<file path="src/rtl/spi_regslave_pkg.sv">
package spi_regslave_pkg;

   // Longest frame in bytes: control, address, data, trailing byte.
   localparam int unsigned FRAME_BYTES = 4;

   function automatic int unsigned frame_cnt_w(input int unsigned byte_w);
      return $clog2(FRAME_BYTES * byte_w + 1);
   endfunction

endpackage

</file>
<file path="src/rtl/spi_pin_sync.sv">
module spi_pin_sync #(
   parameter int unsigned STAGES  = 2,
   parameter logic        RST_VAL = 1'b0
) (
   input  logic clk,
   input  logic rst_n,
   input  logic din,
   output logic q
);

   initial begin
      assert_stages_min : assert (STAGES >= 2)
         else $error("spi_pin_sync needs at least two stages");
   end

   logic [STAGES-1:0] chain;

   always_ff @(posedge clk or negedge rst_n) begin
      if (!rst_n) chain <= {STAGES{RST_VAL}};
      else        chain <= {chain[STAGES-2:0], din};
   end

   assign q = chain[STAGES-1];

endmodule

</file>
<file path="src/rtl/spi_tx_shift.sv">
module spi_tx_shift #(
   parameter int unsigned BYTE_W = 8,
   parameter int unsigned CNT_W  = 6
) (
   input  logic              clk,
   input  logic              rst_n,
   input  logic              cs_act,
   input  logic              sck_fall,
   input  logic [CNT_W-1:0]  bit_cnt,
   input  logic              is_read,
   input  logic [BYTE_W-1:0] rdata,
   output logic              sdo,
   output logic              sdo_oe
);

   localparam logic [CNT_W-1:0] LOAD_AT   = CNT_W'(2 * BYTE_W);
   localparam logic [CNT_W-1:0] REPEAT_AT = CNT_W'(3 * BYTE_W);
   localparam logic [CNT_W-1:0] STOP_AT   = CNT_W'(4 * BYTE_W);

   logic [BYTE_W-1:0] sh;
   logic [BYTE_W-1:0] keep;
   logic              drv;

   always_ff @(posedge clk or negedge rst_n) begin
      if (!rst_n) begin
         sh   <= '0;
         keep <= '0;
         drv  <= 1'b0;
      end else if (!cs_act) begin
         drv <= 1'b0;
      end else if (sck_fall) begin
         if (bit_cnt == LOAD_AT && is_read) begin
            sh   <= rdata;
            keep <= rdata;
            drv  <= 1'b1;
         end else if (bit_cnt == REPEAT_AT && drv) begin
            sh <= keep;
         end else if (bit_cnt == STOP_AT) begin
            drv <= 1'b0;
         end else if (drv) begin
            sh <= {sh[BYTE_W-2:0], 1'b0};
         end
      end
   end

   assign sdo    = drv ? sh[BYTE_W-1] : 1'b0;
   assign sdo_oe = drv & cs_act;

   // driving starts only after the address byte of a read
   assert_oe_start_R4 : assert property (@(posedge clk) disable iff (!rst_n)
      $rose(drv) |-> (bit_cnt == LOAD_AT) && is_read);

   // select released stops driving on the next cycle
   assert_oe_release_R9 : assert property (@(posedge clk) disable iff (!rst_n)
      !cs_act |=> !sdo_oe);

endmodule

</file>
<file path="src/rtl/spi_frame_core.sv">
module spi_frame_core #(
   parameter int unsigned BYTE_W = 8,
   parameter int unsigned CNT_W  = 6
) (
   input  logic              clk,
   input  logic              rst_n,
   input  logic              cs_act,
   input  logic              sclk_s,
   input  logic              sdi_s,
   input  logic [BYTE_W-1:0] rdata,
   output logic [BYTE_W-1:0] addr,
   output logic [BYTE_W-1:0] wdata,
   output logic              we,
   output logic              frame16,
   output logic              sdo,
   output logic              sdo_oe
);

   localparam logic [CNT_W-1:0] CTRL_LAST = CNT_W'(BYTE_W - 1);
   localparam logic [CNT_W-1:0] ADDR_LAST = CNT_W'(2 * BYTE_W - 1);
   localparam logic [CNT_W-1:0] DATA_LAST = CNT_W'(3 * BYTE_W - 1);
   localparam logic [CNT_W-1:0] DATA_DONE = CNT_W'(3 * BYTE_W);
   localparam logic [CNT_W-1:0] FRAME_MAX = CNT_W'(4 * BYTE_W);

   logic              sclk_d;
   logic              sck_rise;
   logic              sck_fall;
   logic [CNT_W-1:0]  bit_cnt;
   logic [BYTE_W-2:0] shin;
   logic [BYTE_W-1:0] cur_byte;
   logic              is_read;

   assign sck_rise = sclk_s & ~sclk_d;
   assign sck_fall = ~sclk_s & sclk_d;
   assign cur_byte = {shin, sdi_s};

   always_ff @(posedge clk or negedge rst_n) begin
      if (!rst_n) begin
         sclk_d  <= 1'b0;
         bit_cnt <= '0;
         shin    <= '0;
         is_read <= 1'b0;
         addr    <= '0;
         wdata   <= '0;
         we      <= 1'b0;
         frame16 <= 1'b0;
      end else begin
         sclk_d <= sclk_s;
         we     <= 1'b0;
         if (!cs_act) begin
            bit_cnt <= '0;
         end else if (sck_rise && bit_cnt < FRAME_MAX) begin
            shin    <= cur_byte[BYTE_W-2:0];
            bit_cnt <= bit_cnt + 1'b1;
            if (bit_cnt == '0)       frame16 <= 1'b0;
            if (bit_cnt == CTRL_LAST) is_read <= cur_byte[BYTE_W-1];
            if (bit_cnt == ADDR_LAST) addr    <= cur_byte;
            if (bit_cnt == DATA_LAST) begin
               wdata <= cur_byte;
               we    <= ~is_read;
            end
            if (bit_cnt == DATA_DONE) frame16 <= 1'b1;
         end
      end
   end

   spi_tx_shift #(
      .BYTE_W (BYTE_W),
      .CNT_W  (CNT_W)
   ) u_tx (
      .clk      (clk),
      .rst_n    (rst_n),
      .cs_act   (cs_act),
      .sck_fall (sck_fall),
      .bit_cnt  (bit_cnt),
      .is_read  (is_read),
      .rdata    (rdata),
      .sdo      (sdo),
      .sdo_oe   (sdo_oe)
   );

   // strobe only in the cycle the data byte completes
   assert_we_at_data_R3 : assert property (@(posedge clk) disable iff (!rst_n)
      we |-> bit_cnt == DATA_DONE);

   // strobe lasts one cycle
   assert_we_single_R3 : assert property (@(posedge clk) disable iff (!rst_n)
      we |=> !we);

   // releasing select clears the counter
   assert_cnt_clear_R8 : assert property (@(posedge clk) disable iff (!rst_n)
      !cs_act |=> bit_cnt == '0);

   // framing flag rises with the 25th bit
   assert_frame16_set_R7 : assert property (@(posedge clk) disable iff (!rst_n)
      $rose(frame16) |-> bit_cnt == DATA_DONE + 1'b1);

   // counter never passes the frame limit
   assert_cnt_cap_R10 : assert property (@(posedge clk) disable iff (!rst_n)
      bit_cnt <= FRAME_MAX);

endmodule

</file>
<file path="src/rtl/spi_regslave.sv">
module spi_regslave #(
   parameter int unsigned BYTE_W      = 8,
   parameter int unsigned SYNC_STAGES = 2
) (
   input  logic              clk,
   input  logic              rst_n,
   input  logic              spi_cs_n,
   input  logic              spi_sclk,
   input  logic              spi_mosi,
   output logic              spi_miso,
   output logic              spi_miso_oe,
   output logic              frame16,
   output logic [BYTE_W-1:0] reg_addr,
   output logic [BYTE_W-1:0] reg_wdata,
   output logic              reg_we,
   input  logic [BYTE_W-1:0] reg_rdata
);

   import spi_regslave_pkg::*;

   localparam int unsigned CNT_W = frame_cnt_w(BYTE_W);
   localparam int unsigned NPIN  = 3;
   localparam logic [NPIN-1:0] PIN_RST = 3'b001;

   initial begin
      assert_byte_w_min : assert (BYTE_W >= 4)
         else $error("BYTE_W must be at least 4");
   end

   logic [NPIN-1:0] pin_raw;
   logic [NPIN-1:0] pin_s;

   assign pin_raw = {spi_mosi, spi_sclk, spi_cs_n};

   for (genvar g = 0; g < NPIN; g++) begin : g_sync
      spi_pin_sync #(
         .STAGES  (SYNC_STAGES),
         .RST_VAL (PIN_RST[g])
      ) u_sync (
         .clk   (clk),
         .rst_n (rst_n),
         .din   (pin_raw[g]),
         .q     (pin_s[g])
      );
   end

   spi_frame_core #(
      .BYTE_W (BYTE_W),
      .CNT_W  (CNT_W)
   ) u_core (
      .clk     (clk),
      .rst_n   (rst_n),
      .cs_act  (~pin_s[0]),
      .sclk_s  (pin_s[1]),
      .sdi_s   (pin_s[2]),
      .rdata   (reg_rdata),
      .addr    (reg_addr),
      .wdata   (reg_wdata),
      .we      (reg_we),
      .frame16 (frame16),
      .sdo     (spi_miso),
      .sdo_oe  (spi_miso_oe)
   );

endmodule

</file>
<file path="config.mk">
export PLATFORM = sky130hd
export DESIGN_NAME = spi_regslave
export DESIGN_NICKNAME = d
export VERILOG_FILES = /design/src/rtl/spi_regslave_pkg.sv /design/src/rtl/spi_pin_sync.sv /design/src/rtl/spi_tx_shift.sv /design/src/rtl/spi_frame_core.sv /design/src/rtl/spi_regslave.sv
export SDC_FILE = /design/constraint.sdc
export NUM_CORES = 1
export LEC_CHECK = 0
export BUFFER_PORTS_ARGS = -buffer_cell sky130_fd_sc_hd__buf_2
export CAP_MARGIN = 20
export CORE_MARGIN = 3
export CORE_UTILIZATION = 53
export CTS_BUF_LIST = sky130_fd_sc_hd__clkbuf_8
export CTS_CLUSTER_SIZE = 10
export DETAILED_ROUTE_END_ITERATION = 16
export HOLD_SLACK_MARGIN = 0.12
export PLACE_DENSITY = 0.83
export SLEW_MARGIN = 20
export SYNTH_ARGS = -nofsm -noshare
export SYNTH_HDL_FRONTEND = slang
export SYNTH_SLANG_ARGS = --single-unit
export TNS_END_PERCENT = 30
</file>
<file path="constraint.sdc">
create_clock -name clk -period 2.2 [get_ports clk]
set_clock_uncertainty 0.2 [all_clocks]
set_input_delay 0.11 -clock clk [delete_from_list [all_inputs] [get_ports clk]]
set_output_delay 0.11 -clock clk [all_outputs]
set_load 0.01 [all_outputs]
</file>
==> results.txt <==
Outcome: finished, final reports clean
Die area: 5600 µm²
Detailed Place HPWL: 3270 µm
DR vias/cell: 5.49
Reported net switching power: 0.000448 W
Multi-input gate area: 1020 µm²
Critical path class: reg -> reg
Final WL: 4760 µm
HP Class: in -> async
Max_cap viols: 0
Worst Path Arrival: 2.15 ns
Peak VDD IR: 422 µV
TritonCTS Buffers: 5
CP max stage cell: dfrtp_1
Slowest cell delay on critical path: 0.40 ns
Highest clock rate: 466 MHz
Ports: 33
Post-route clock period utilization: 97.4%
Final Slew Violations: 0
CP Launch Type: flip-flop
CTS max path bufs: 2
P_int: 0.00153 W
Mapped Area: 2510 µm²
Clock network power share: 33.6%
Critical Path RT: 2.20 ns
Detail Route Antenna Nets: 0
Clock-pin transition on the worst setup and hold timing paths: 0.09 ns
Syn avg cell area: 13.1 µm²
Crit. End Element: flip-flop
Row cnt: 24
Critical path's top delay family: simple AND/OR/NAND/NOR gates
CTS root buf: clkbuf_8
CTS tree: done
Post-Syn Nets: 207
Power share of the combinational group: 7.7%
Fillcell total: 299
Core ar.: 4470 µm²
Final non-filler cell area: 3080 µm²
Slew headroom: 61.3%
Final setup fails: 0
Die Wd: 74.8 µm
#FFs+latches synth: 56
Sequential area share after synthesis: 56.0%
Via count: 1,673
Cell area after placement: 2820 µm²
Routed length per instance: 15.6 µm
Final hold vios: 0
Total congestion overflow: 0
Synth cell types: 45
RD Place Congestion: 0.820
Clk sinks: 56
Clock Latency Late Sink: 0.32 ns
P&R area growth vs syn: 22.9%
Drt first pass iters: 4
Sum of negative setup slack: 0 ns
Largest net degree at the start of global routing: 33
PD cells: 641 nW/µm²
Leakage power: 1.52 nW
Storage cell area: 1400 µm²
Final core occ: 68.9%
Min Tclk post-route: 2.14 ns
1st-iter DRT viols: 148
RSZ-0062 raised after global routing: false
Layout cells sized above 1: 36.0%
Sw frac: 22.6%
Worst slew pin tran: 0.580 ns
Tot Pwr: 0.00198 W
Global-route wire length before repair: 7880 µm
Diode count: 0
Worst hold slack: 0.140 ns
Seq pwr share: 58.8%
Die Y: 74.8 µm
Yosys warns: 0
Initial Util: 56.1%
Gate Count Post-Synth: 192
CTS H-Tree Depth: 2
Crit path cell chain: inv_2 > ha_2 > nand4bb_1 > or2_4 > or3_4 > buf_4 > mux2_4
Residual DRC count: 0
Initial antenna violation count: 0
CP max FO: 3
Total routing usage reported by global routing: 18.8%
Crit path buffers/inverters: 2
I/O Buffers: 32
Nets: 267
Vias in the first global route: 1,661
registers in the layout (all words and copies together) (netlist names), 6 cells and up:
| signal | flops |
|---|---|
| g_sync.u_sync.chain | 6 |
| u_core.addr | 8 |
| u_core.bit_cnt | 6 |
| u_core.shin | 7 |
| u_core.u_tx.keep | 8 |
| u_core.u_tx.sh | 8 |
| u_core.wdata | 8 |
layout make-up:
type / count / share of cell area (%)
Inverter: 6 / 0.731
Sequential cell: 56 / 45.5
Clock inverter: 3 / 1.38
Tap cell: 52 / 2.11
Clock buffer: 5 / 2.23
Timing Repair Buffer: 66 / 15.0
Multi-Input combinational cell: 117 / 33.0
Yosys cell counts (all sizes together):
cell | number | area [µm²]
xor2 | 2 | 17.5
mux2i | 4 | 40.0
dfstp | 2 | 52.6
a21o | 1 | 7.51
clkbuf | 4 | 15.0
and4 | 1 | 8.76
or3b | 1 | 8.76
nand2 | 3 | 11.3
a31oi | 5 | 31.3
mux2 | 36 | 450
o22ai | 4 | 25.0
nor4bb | 1 | 10.0
o41ai | 1 | 8.76
or2 | 1 | 6.26
nor4b | 1 | 23.8
and3b | 1 | 8.76
o31ai | 1 | 7.51
and2 | 1 | 6.26
a2bb2oi | 1 | 8.76
nand3 | 5 | 25.0
o21ai | 3 | 15.0
nor3 | 2 | 10.0
nand4bb | 1 | 11.3
xnor2 | 2 | 17.5
a21oi | 8 | 40.0
inv | 6 | 22.5
nand2b | 4 | 25.0
a22o | 1 | 8.76
nor2b | 2 | 12.5
ha | 2 | 25.0
nand4 | 3 | 18.8
dfrtp | 54 | 1350
or4 | 1 | 7.51
and4b | 1 | 10.0
or3 | 2 | 12.5
nor3b | 1 | 12.5
a211oi | 1 | 20.0
buf | 9 | 58.8
nor2 | 11 | 41.3
o21a | 2 | 15.0
routing by layer:
layer	up-vias	GRT usage (%)	wire length, µm
met4	0	6.52	45
met1	819	25.1	2090
met5	-	0	0
met2	49	29.5	2380
met3	5	5.47	248
li1	800	-	-
power groups by stage:
stage | sequential, W | combinational (W) | clock [W]
after floorplan | 0.00116 | 0.0000806 | 0
final | 0.00116 | 0.000151 | 0.000664
after global placement | 0.00117 | 0.000127 | 0
after CTS | 0.00116 | 0.000154 | 0.000688
after global routing | 0.00117 | 0.000169 | 0.000726
after detailed placement | 0.00118 | 0.000136 | 0
cells in the final DEF (no fill, tap or decap), types with 5 or more instances in the layout:
cell | synthesis | layout
mux2_1 | 16 | 16
nand3_1 | 5 | 5
mux2_2 | 8 | 8
nor2_1 | 11 | 11
inv_1 | 6 | 6
buf_2 | 5 | 32
dlygate4sd3_1 | 0 | 12
mux2_4 | 12 | 12
dfrtp_1 | 54 | 54
a31oi_1 | 5 | 5
a21oi_1 | 8 | 8
clkbuf_8 | 0 | 5
buf_4 | 1 | 20
through the flow:
stage,std cells,setup slack [ns]
finish,305,0.0563
global placement,283,0.0334
CTS,304,0.0135
global route,305,0.00426
floorplan,192,-0.128
detailed placement,283,-0.00162
timing repair:
action	4_1_cts	5_1_grt
pin swaps	0	1
cloned	0	0
endpoints found under the setup margin	7	8
gates resized for setup	1	4
setup buffers	1	1
endpoints found under the hold margin	75	0
hold buffers	12	0
final timing paths:
kind / slack [ns] / start / cells past startpoint / endpoint
worst max register to register: 0.06 / u_core.bit_cnt[1] / 7 / u_core.u_tx.keep[0]
min in group clk: 0.16 / g_sync[2].u_sync.chain[0] / 0 / g_sync[2].u_sync.chain[1]
worst min register to register: 0.16 / g_sync[2].u_sync.chain[0] / 0 / g_sync[2].u_sync.chain[1]
max in group asynchronous: 1.10 / rst_n / 3 / u_core.addr[7]
worst min-delay path: 0.14 / rst_n / 2 / u_core.u_tx.sh[2]
worst max-delay path: 0.06 / u_core.bit_cnt[1] / 7 / u_core.u_tx.keep[0]
kinds of logic (layout without fill, tap and decap cells):
logic type,after synthesis,after routing,share of synthesized area [%]
DFF,56,56,56.0
adders and majority gates,2,2,0.997
muxes,40,40,19.6
and+or+nand+nor,43,43,10.8
AOI/OAI and AO/OA,28,28,7.48
xor gates and xnor gates,4,4,1.40
buffers and inverters,19,80,3.84
Power figures use the tool's default switching activity.
